===== src/rtl/sup_pkg.sv =====
package sup_pkg;
    typedef enum logic [1:0] {
        S_CAUSE   = 2'd0,
        S_STRETCH = 2'd1,
        S_RUN     = 2'd2
    } sup_state_t;
endpackage


===== src/rtl/sup_sync.sv =====
module sup_sync #(
    parameter int STAGES   = 2,
    parameter bit RST_VAL  = 1'b1
) (
    input  logic clk,
    input  logic rst_n,
    input  logic d_async,
    output logic q_sync
);
    logic [STAGES-1:0] chain;

    generate
        for (genvar i = 0; i < STAGES; i++) begin : g_stage
            if (i == 0) begin : g_first
                always_ff @(posedge clk or negedge rst_n) begin
                    if (!rst_n) chain[0] <= RST_VAL;
                    else        chain[0] <= d_async;
                end
            end else begin : g_next
                always_ff @(posedge clk or negedge rst_n) begin
                    if (!rst_n) chain[i] <= RST_VAL;
                    else        chain[i] <= chain[i-1];
                end
            end
        end
    endgenerate

    assign q_sync = chain[STAGES-1];
endmodule


===== src/rtl/sup_debounce.sv =====
module sup_debounce #(
    parameter int DEB_MS  = 10,
    parameter bit RST_VAL = 1'b1
) (
    input  logic clk,
    input  logic rst_n,
    input  logic tick,
    input  logic level_in,
    output logic level_out
);
    localparam int CW = $clog2(DEB_MS + 1);

    logic          accepted;
    logic [CW-1:0] stable_cnt;

    always_ff @(posedge clk or negedge rst_n) begin
        if (!rst_n) begin
            accepted   <= RST_VAL;
            stable_cnt <= '0;
        end else if (level_in == accepted) begin
            stable_cnt <= '0;
        end else if (tick) begin
            if (stable_cnt == CW'(DEB_MS - 1)) begin
                accepted   <= level_in;
                stable_cnt <= '0;
            end else begin
                stable_cnt <= stable_cnt + 1'b1;
            end
        end
    end

    assign level_out = accepted;
endmodule


===== src/rtl/sup_stretch_fsm.sv =====
module sup_stretch_fsm
    import sup_pkg::*;
#(
    parameter int STRETCH_MS = 250
) (
    input  logic clk,
    input  logic rst_n,
    input  logic tick,
    input  logic cause,
    output logic rst_active
);
    localparam int CW = $clog2(STRETCH_MS + 1);

    sup_state_t    state, state_nx;
    logic [CW-1:0] remain;

    always_comb begin
        state_nx = state;
        unique case (state)
            S_CAUSE: begin
                if (!cause) state_nx = S_STRETCH;
            end
            S_STRETCH: begin
                if (cause)                               state_nx = S_CAUSE;
                else if (tick && remain == CW'(1))       state_nx = S_RUN;
            end
            S_RUN: begin
                if (cause) state_nx = S_CAUSE;
            end
            default: state_nx = S_CAUSE;
        endcase
    end

    always_ff @(posedge clk or negedge rst_n) begin
        if (!rst_n) begin
            state  <= S_STRETCH;
            remain <= CW'(STRETCH_MS);
        end else begin
            state <= state_nx;
            if (state_nx == S_CAUSE)
                remain <= CW'(STRETCH_MS);
            else if (state == S_STRETCH && tick && remain != '0)
                remain <= remain - 1'b1;
        end
    end

    always_comb begin
        rst_active = (state != S_RUN);
    end
endmodule


===== src/rtl/sup_reset_gen.sv =====
module sup_reset_gen #(
    parameter int STRETCH_MS  = 250,
    parameter int DEB_MS      = 10,
    parameter int SYNC_STAGES = 2
) (
    input  logic clk,
    input  logic rst_n,
    input  logic tick_1ms,
    input  logic pwr_good,
    input  logic pb_n,
    input  logic wdt_expire,
    input  logic tol_sel_in,
    output logic tol_sel_out,
    output logic sys_rst,
    output logic sys_rst_n
);
    logic pb_sync;
    logic pb_level;
    logic pb_held;
    logic cause;
    logic rst_active;

    sup_sync #(.STAGES(SYNC_STAGES), .RST_VAL(1'b1)) i_pb_sync (
        .clk     (clk),
        .rst_n   (rst_n),
        .d_async (pb_n),
        .q_sync  (pb_sync)
    );

    sup_debounce #(.DEB_MS(DEB_MS), .RST_VAL(1'b1)) i_pb_deb (
        .clk       (clk),
        .rst_n     (rst_n),
        .tick      (tick_1ms),
        .level_in  (pb_sync),
        .level_out (pb_level)
    );

    assign pb_held = ~pb_level;
    assign cause   = ~pwr_good | pb_held | wdt_expire;

    sup_stretch_fsm #(.STRETCH_MS(STRETCH_MS)) i_fsm (
        .clk        (clk),
        .rst_n      (rst_n),
        .tick       (tick_1ms),
        .cause      (cause),
        .rst_active (rst_active)
    );

    assign sys_rst     = rst_active;
    assign sys_rst_n   = ~rst_active;
    assign tol_sel_out = tol_sel_in;
endmodule


===== config.mk =====
export PLATFORM = sky130hd
export DESIGN_NAME = sup_reset_gen
export DESIGN_NICKNAME = d
export VERILOG_FILES = /design/src/rtl/sup_pkg.sv /design/src/rtl/sup_sync.sv /design/src/rtl/sup_debounce.sv /design/src/rtl/sup_stretch_fsm.sv /design/src/rtl/sup_reset_gen.sv
export SDC_FILE = /design/constraint.sdc
export NUM_CORES = 1
export LEC_CHECK = 0
export BUFFER_PORTS_ARGS = -buffer_cell sky130_fd_sc_hd__buf_2
export CORE_MARGIN = 2
export CORE_UTILIZATION = 40
export CTS_CLUSTER_SIZE = 40
export DETAILED_ROUTE_END_ITERATION = 12
export REMOVE_ABC_BUFFERS = 1
export SLEW_MARGIN = 15
export SYNTH_ARGS = -nofsm -noshare
export SYNTH_HDL_FRONTEND = slang
export SYNTH_HIERARCHICAL = 1
export SYNTH_SLANG_ARGS = --single-unit

===== constraint.sdc =====
create_clock -name clk -period 2.6 [get_ports clk]
set_input_delay 0.39 -clock clk [delete_from_list [all_inputs] [get_ports clk]]
set_output_delay 0.39 -clock clk [all_outputs]
set_load 0.01 [all_outputs]

### After elaboration in Yosys (flattened, before gate mapping)

Index checks and enable logic that the tools add are counted.
Widths: inputs -> output; s select.

| word-level totals | value |
|---|---|
| flip-flop bits (word level) | 17 |
| logic and storage cells | 39 |
| output and inout bits | 3 |
| memories kept | 0 |
| memory bits (writable) | 0 |
| bits in latches | 0 |
| input bits | 7 |
| ROM bits | 0 |

| cells by class | value |
|---|---|
| multipliers | 0 |
| add/sub/neg operators | 2 |
| reduce and logical (&&, ||, !) cells | 9 |
| div/mod/pow operators | 0 |
| eq/ne operators | 6 |
| bitwise gates (word level) | 6 |
| mux-type cells | 10 |
| shifts and indexed selects | 0 |
| $lt $le $gt $ge | 0 |

Operator list:

| cell | count |
|---|---|
| $mux 8 | 2 |
| $mux 4 | 3 |
| $eq 8x1->1 const B | 1 |
| $mux 2 | 4 |
| $reduce_bool 8->1 | 1 |
| $sub 8x1->8 const B | 1 |
| $pmux 2 s3 | 1 |
| $add 4x1->4 const B | 1 |
| $eq 4x4->1 const B | 1 |
| $logic_not 2->1 | 2 |
| $not 1->1 | 4 |
| $reduce_bool 2->1 | 2 |
| $logic_and 1x1->1 | 3 |
| $reduce_and 3->1 | 1 |
| $eq 2x1->1 const B | 1 |
| $eq 2x2->1 const B | 1 |
| $ne 2x2->1 const B | 1 |
| $or 1x1->1 | 2 |
| $eq 1x1->1 | 1 |

### Depth between registers and ports, before layout

| logic depth | value |
|---|---|
| depth in word-level cells | 7 |
| depth in mapped cells | 7 |
| depth with buffers taken out | 6 |

### By module

Netlist, hierarchy kept.

Modules (own cells, without submodules):

| module | instances | area each (sq um) | seq. area each (sq um) | cells each |
|---|---|---|---|---|
| sup_stretch_fsm | 1 | 563.0 | 259.0 | 55 |
| sup_debounce | 1 | 250.2 | 126.4 | 23 |
| sup_sync | 1 | 52.6 | 52.6 | 2 |
| sup_reset_gen | 1 | 18.8 | 0.0 | 3 |

### Worst setup path before layout

No wires, ideal clock.

| timing | value |
|---|---|
| path type | register -> register |
| start | register i_fsm.remain[1] |
| end | register i_fsm.remain[7] |
| buffers on the path | 1 |
| period minus slack after synthesis | 1926 ps |
| cell stages (with the launch flop) | 8 |
| setup time | 64 ps |
| setup slack | 674 ps |
| data arrival time | 1862 ps |
| required time | 2536 ps |
| cells stage by stage | dfstp_2 -> inv_1 -> ha_1 -> nor4b_2 -> a211o_1 -> buf_6 -> or4_1 -> nand3_1 |

| between the ends | value |
|---|---|
| cells in the longest elaborated chain, start to end | 7 |
| elaborated cells between the ends (all ways) | 12 |
| those cells by class | 1 x add/sub; 1 x eq/ne; 5 x mux; 5 x reduce/logical |

Ends and longest elaborated chain:

| item | line | RTL |
|---|---|---|
| start, declared | sup_stretch_fsm.sv:15 | `logic [CW-1:0] remain;` |
| start signal, assigned | sup_stretch_fsm.sv:37 | `remain <= CW'(STRETCH_MS);` |
| start signal, assigned | sup_stretch_fsm.sv:41 | `remain <= CW'(STRETCH_MS);` |
| start signal, assigned | sup_stretch_fsm.sv:43 | `remain <= remain - 1'b1;` |
| $eq 8x1->1 | sup_stretch_fsm.sv:25 | `else if (tick && remain == CW'(1)) state_nx = S_RUN;` |
| $logic_and 1x1->1 | sup_stretch_fsm.sv:25 |  |
| $mux 2 | sup_stretch_fsm.sv:25 |  |
| $mux 2 | sup_stretch_fsm.sv:24 | `if (cause) state_nx = S_CAUSE;` |
| $pmux 2 s3 | sup_stretch_fsm.sv:19 | `unique case (state)` |
| $logic_not 2->1 | sup_stretch_fsm.sv:40 | `if (state_nx == S_CAUSE)` |
| $mux 8 / $reduce_bool 2->1 (equally long branches) | n/a |  |

Parallel ways exist; a longest one is shown, timed or not. The select of a mux whose other input is x is not followed.
A chain may end at the register's enable or synchronous reset.

### Worst setup path after layout

Ends and elaborated chain as after synthesis.

==> load_flow_metrics.sql <==
INSERT INTO impl_metrics (metric_group, metric, value, unit) VALUES
('run_status', 'status', 'finished, violations left', ''),
('run_status', 'failed_checks', 'hold timing', ''),
('clock_network', 'clock-sinks', '17', ''),
('final_layout', 'antennaDiodeCount', '0', ''),
('floorplanning', 'die_width', '51.0', 'microns'),
('sta', 'final_hold_violating_endpoints', '1', ''),
('sta', 'final.period_utilization', '0.774', ''),
('clock_network', 'ctsLongestPathBuffers', '2', ''),
('final_layout', 'mostFrequentLayoutCells', 'dfstp_2, dfrtp_1, buf_2', ''),
('pwr', 'p_seq_frac', '0.639', ''),
('clock_network', 'post_cts_buffers', '0', ''),
('critical_path', 'endpoint_kind', 'flop', ''),
('clock_network', 'tritoncts.num_buffers', '3', ''),
('global_routing', 'grt_overflow', '0', ''),
('sta', 'rsz0062_at_grt', 'false', ''),
('floorplanning', 'start_util', '0.412', ''),
('pwr', 'p_sw', '93.7', 'uW'),
('min_path', 'min_path_type', 'primary input to async pin', ''),
('routing', 'dr.first_iter.drc_count', '12', ''),
('global_routing', 'groute.usage.overall', '0.140', ''),
('pwr', 'power.density_cell_area', '448', 'nW/um^2'),
('sta', 'final_critical_path_time_including_i_o_delays_and_setup', '2.01', 'ns'),
('critical_path', 'timing.critical_path.from_type', 'flop', ''),
('critical_path', 'worstPathArrival', '2.24', 'ns'),
('critical_path', 'critical_path.slowest_cell', 'dfstp_2', ''),
('critical_path', 'worstPathMaxFanout', '9', ''),
('pwr', 'share_of_total_power_consumed_by_net_switching', '0.217', ''),
('sta', 'setup_ws', '0.587', 'ns'),
('synth', 'synthesis.yosys.warnings', '6', ''),
('routing', 'detail_route.wl_per_cell', '12.5', 'microns'),
('floorplanning', 'ios', '10', ''),
('pwr', 'power.combinational.fraction', '0.043', ''),
('run', 'cap_violations', '0', ''),
('clock_network', 'clock_insertion_delay_worst_skew', '0.29', 'ns'),
('floorplanning', 'placeableCoreArea', '2150', 'sq um'),
('sta', 'final_max_slew_viol_count', '0', ''),
('pwr', 'clkPwrFrac', '0.318', ''),
('routing', 'vias_per_inst', '5.14', ''),
('global_routing', 'number_of_global_route_vias_before_repair', '593', ''),
('placement', 'dp.final_hpwl', '1120', 'microns'),
('clock_network', 'cts_tree', 'built', ''),
('synth', 'ys_ff_latch', '17', ''),
('critical_path', 'crit_family', 'simple AND/OR/NAND/NOR gates', ''),
('pwr', 'internal_power', '338', 'uW'),
('placement', 'place_worst_setup_slack', '0.596', 'ns'),
('floorplanning', 'die_area', '2600', 'sq um'),
('routing', 'dr.pass1.iters', '4', ''),
('routing', 'via_count', '617', ''),
('critical_path', 'critical_path.n_buffers_inverters', '1', ''),
('final_layout', 'area_growth', '8.77', '%'),
('clock_network', 'cts_resized', '0', ''),
('critical_path', 'cp_cell_sequence', 'inv_1, ha_1, nor4b_2, a211o_1, or4_1, nand3_1', ''),
('final_layout', 'most_common_cell_after_layout_fill_and_taps_aside', 'dfstp_2', ''),
('clock_network', 'clk_transition_reported_paths', '0.09', 'ns'),
('global_routing', 'first_pass_grt_wire_length', '2590', 'microns'),
('critical_path', 'crit_cells', '6', ''),
('synth', 'post_synth_inst_count', '83', ''),
('clock_network', 'cts-root-buf', 'clkbuf_4', ''),
('sta', 'max_clock_freq', '497', 'MHz'),
('final_layout', 'layout.core_utilization', '0.448', ''),
('critical_path', 'crit_type', 'flop to flop', ''),
('critical_path', 'r2r_cells', '6', ''),
('routing', 'detail_route.wirelength', '1500', 'microns'),
('critical_path', 'critical_path.max_stage_delay', '0.55', 'ns'),
('floorplanning', 'fp-row-count', '17', ''),
('placement', 'place.gp.congestion', '0.741', ''),
('clock_network', 'cts_htree_levels', '1', ''),
('synth', 'synth.distinct_cells', '37', ''),
('sta', 'timing.hold.ws', '-0.000268', 'ns'),
('floorplanning', 'die_y', '51.0', 'microns'),
('synth', 'synth.cell_area', '885', 'sq um');
Yosys cell counts:
| cell type | n | area (sq um) |
|---|---|---|
| or3_2 | 2 | 15.0 |
| or3_1 | 3 | 18.8 |
| nand3b_1 | 1 | 7.51 |
| nor3_2 | 1 | 10.0 |
| nor2b_1 | 2 | 12.5 |
| dfrtp_1 | 7 | 175 |
| nand3_1 | 5 | 25.0 |
| a21o_1 | 1 | 7.51 |
| mux2_2 | 1 | 11.3 |
| nand4b_1 | 1 | 8.76 |
| and4b_2 | 1 | 11.3 |
| nor4_1 | 1 | 6.26 |
| xnor2_1 | 5 | 43.8 |
| nor2_1 | 6 | 22.5 |
| buf_6 | 1 | 11.3 |
| or2_2 | 1 | 6.26 |
| nor2b_2 | 1 | 8.76 |
| and3_1 | 1 | 6.26 |
| xor2_1 | 1 | 8.76 |
| a211o_1 | 1 | 8.76 |
| inv_1 | 3 | 11.3 |
| a41oi_1 | 1 | 8.76 |
| a21oi_2 | 1 | 8.76 |
| o21ai_0 | 5 | 25.0 |
| nand2b_1 | 1 | 6.26 |
| or4_1 | 1 | 7.51 |
| o31ai_1 | 1 | 7.51 |
| dfstp_2 | 10 | 263 |
| nand2_2 | 1 | 6.26 |
| ha_1 | 3 | 37.5 |
| nor3b_1 | 1 | 7.51 |
| buf_4 | 1 | 7.51 |
| nor4b_2 | 1 | 15.0 |
| nand2_1 | 4 | 15.0 |
| a21oi_1 | 4 | 20.0 |
| o211ai_1 | 1 | 7.51 |
| nor3_1 | 1 | 5.00 |
flip-flops by register name, summed over array words and instances (netlist names):
signal / count
i_fsm/state: 2
i_pb_deb/level_out: 1
i_pb_sync/chain: 1
i_pb_deb/stable_cnt: 4
i_fsm/remain: 8
i_pb_sync/q_sync: 1
cell families (layout without fill, tap and decap cells):
| logic type | after synthesis | count (layout) | synth area share |
|---|---|---|---|
| simple gates | 36 | 36 | 0.250 |
| xor+xnor | 6 | 6 | 0.0594 |
| buf+inv | 5 | 14 | 0.0339 |
| compound gates | 15 | 15 | 0.106 |
| mux | 1 | 1 | 0.0127 |
| fa+ha+maj | 3 | 3 | 0.0424 |
| flops | 17 | 17 | 0.495 |
worst reg2reg max path, cell delays in order, from the launching register on:
cell and delay, ns:
dfstp_2 0.55, inv_1 0.08, ha_1 0.18, nor4b_2 0.17, a211o_1 0.40, or4_1 0.50
nand3_1 0.09
metrics by stage:
stage / total power (uW) / area, sq um / cells / hold slack, ns
2_1_floorplan: 287 / 866 / 81 / 0.0944
3_5_place_dp: 299 / 936 / 116 / 0.330
5_1_grt: 459 / 962 / 120 / 0.0103
6_report: 431 / 962 / 120 / -0.000268
4_1_cts: 441 / 962 / 120 / 0.00704
3_3_place_gp: 298 / 936 / 116 / 0.327
metal layers:
metal | part of all wire | routed length, microns | up-vias | track usage
met3 | 0.029 | 43 | 4 | 0.0351
met2 | 0.45 | 680 | 9 | 0.214
met1 | 0.48 | 726 | 292 | 0.168
met5 | 0 | 0 | - | 0
li1 | - | - | 312 | -
met4 | 0.031 | 47 | 0 | 0.108
cell type report:
cell class | instances | area (sq um)
Multi-Input combinational cell | 61 | 417
Tap cell | 28 | 35.0
Sequential cell | 17 | 438
Fill cell | 208 | 1190
Inverter | 3 | 11.3
Clock buffer | 4 | 26.3
Timing Repair Buffer | 7 | 35.0
power groups by stage:
stage          logic, uW  registers (uW)  clock network, uW
5_1_grt             21.3             277                161
6_report            18.5             276                137
3_5_place_dp        19.3             280                  0
4_1_cts             19.4             276                146
2_1_floorplan       8.14             279                  0
3_3_place_gp        18.8             280                  0
path summary, 6_finish.rpt:
kind	startpoint	slack, ns	endpoint
worst max-delay path	i_fsm/remain[1]	0.59	i_fsm/remain[7]
worst min-delay path	rst_n	-0.0003	i_pb_deb/stable_cnt[2]
worst max register to register	i_fsm/remain[1]	0.59	i_fsm/remain[7]
worst min register to register	i_pb_sync/chain[0]	0.36	i_pb_sync/q_sync
max in group asynchronous	rst_n	2.29	i_fsm/remain[1]
min in group clk	pb_n	0.20	i_pb_sync/chain[0]
Note: power is estimated with default switching activity, not from simulation.
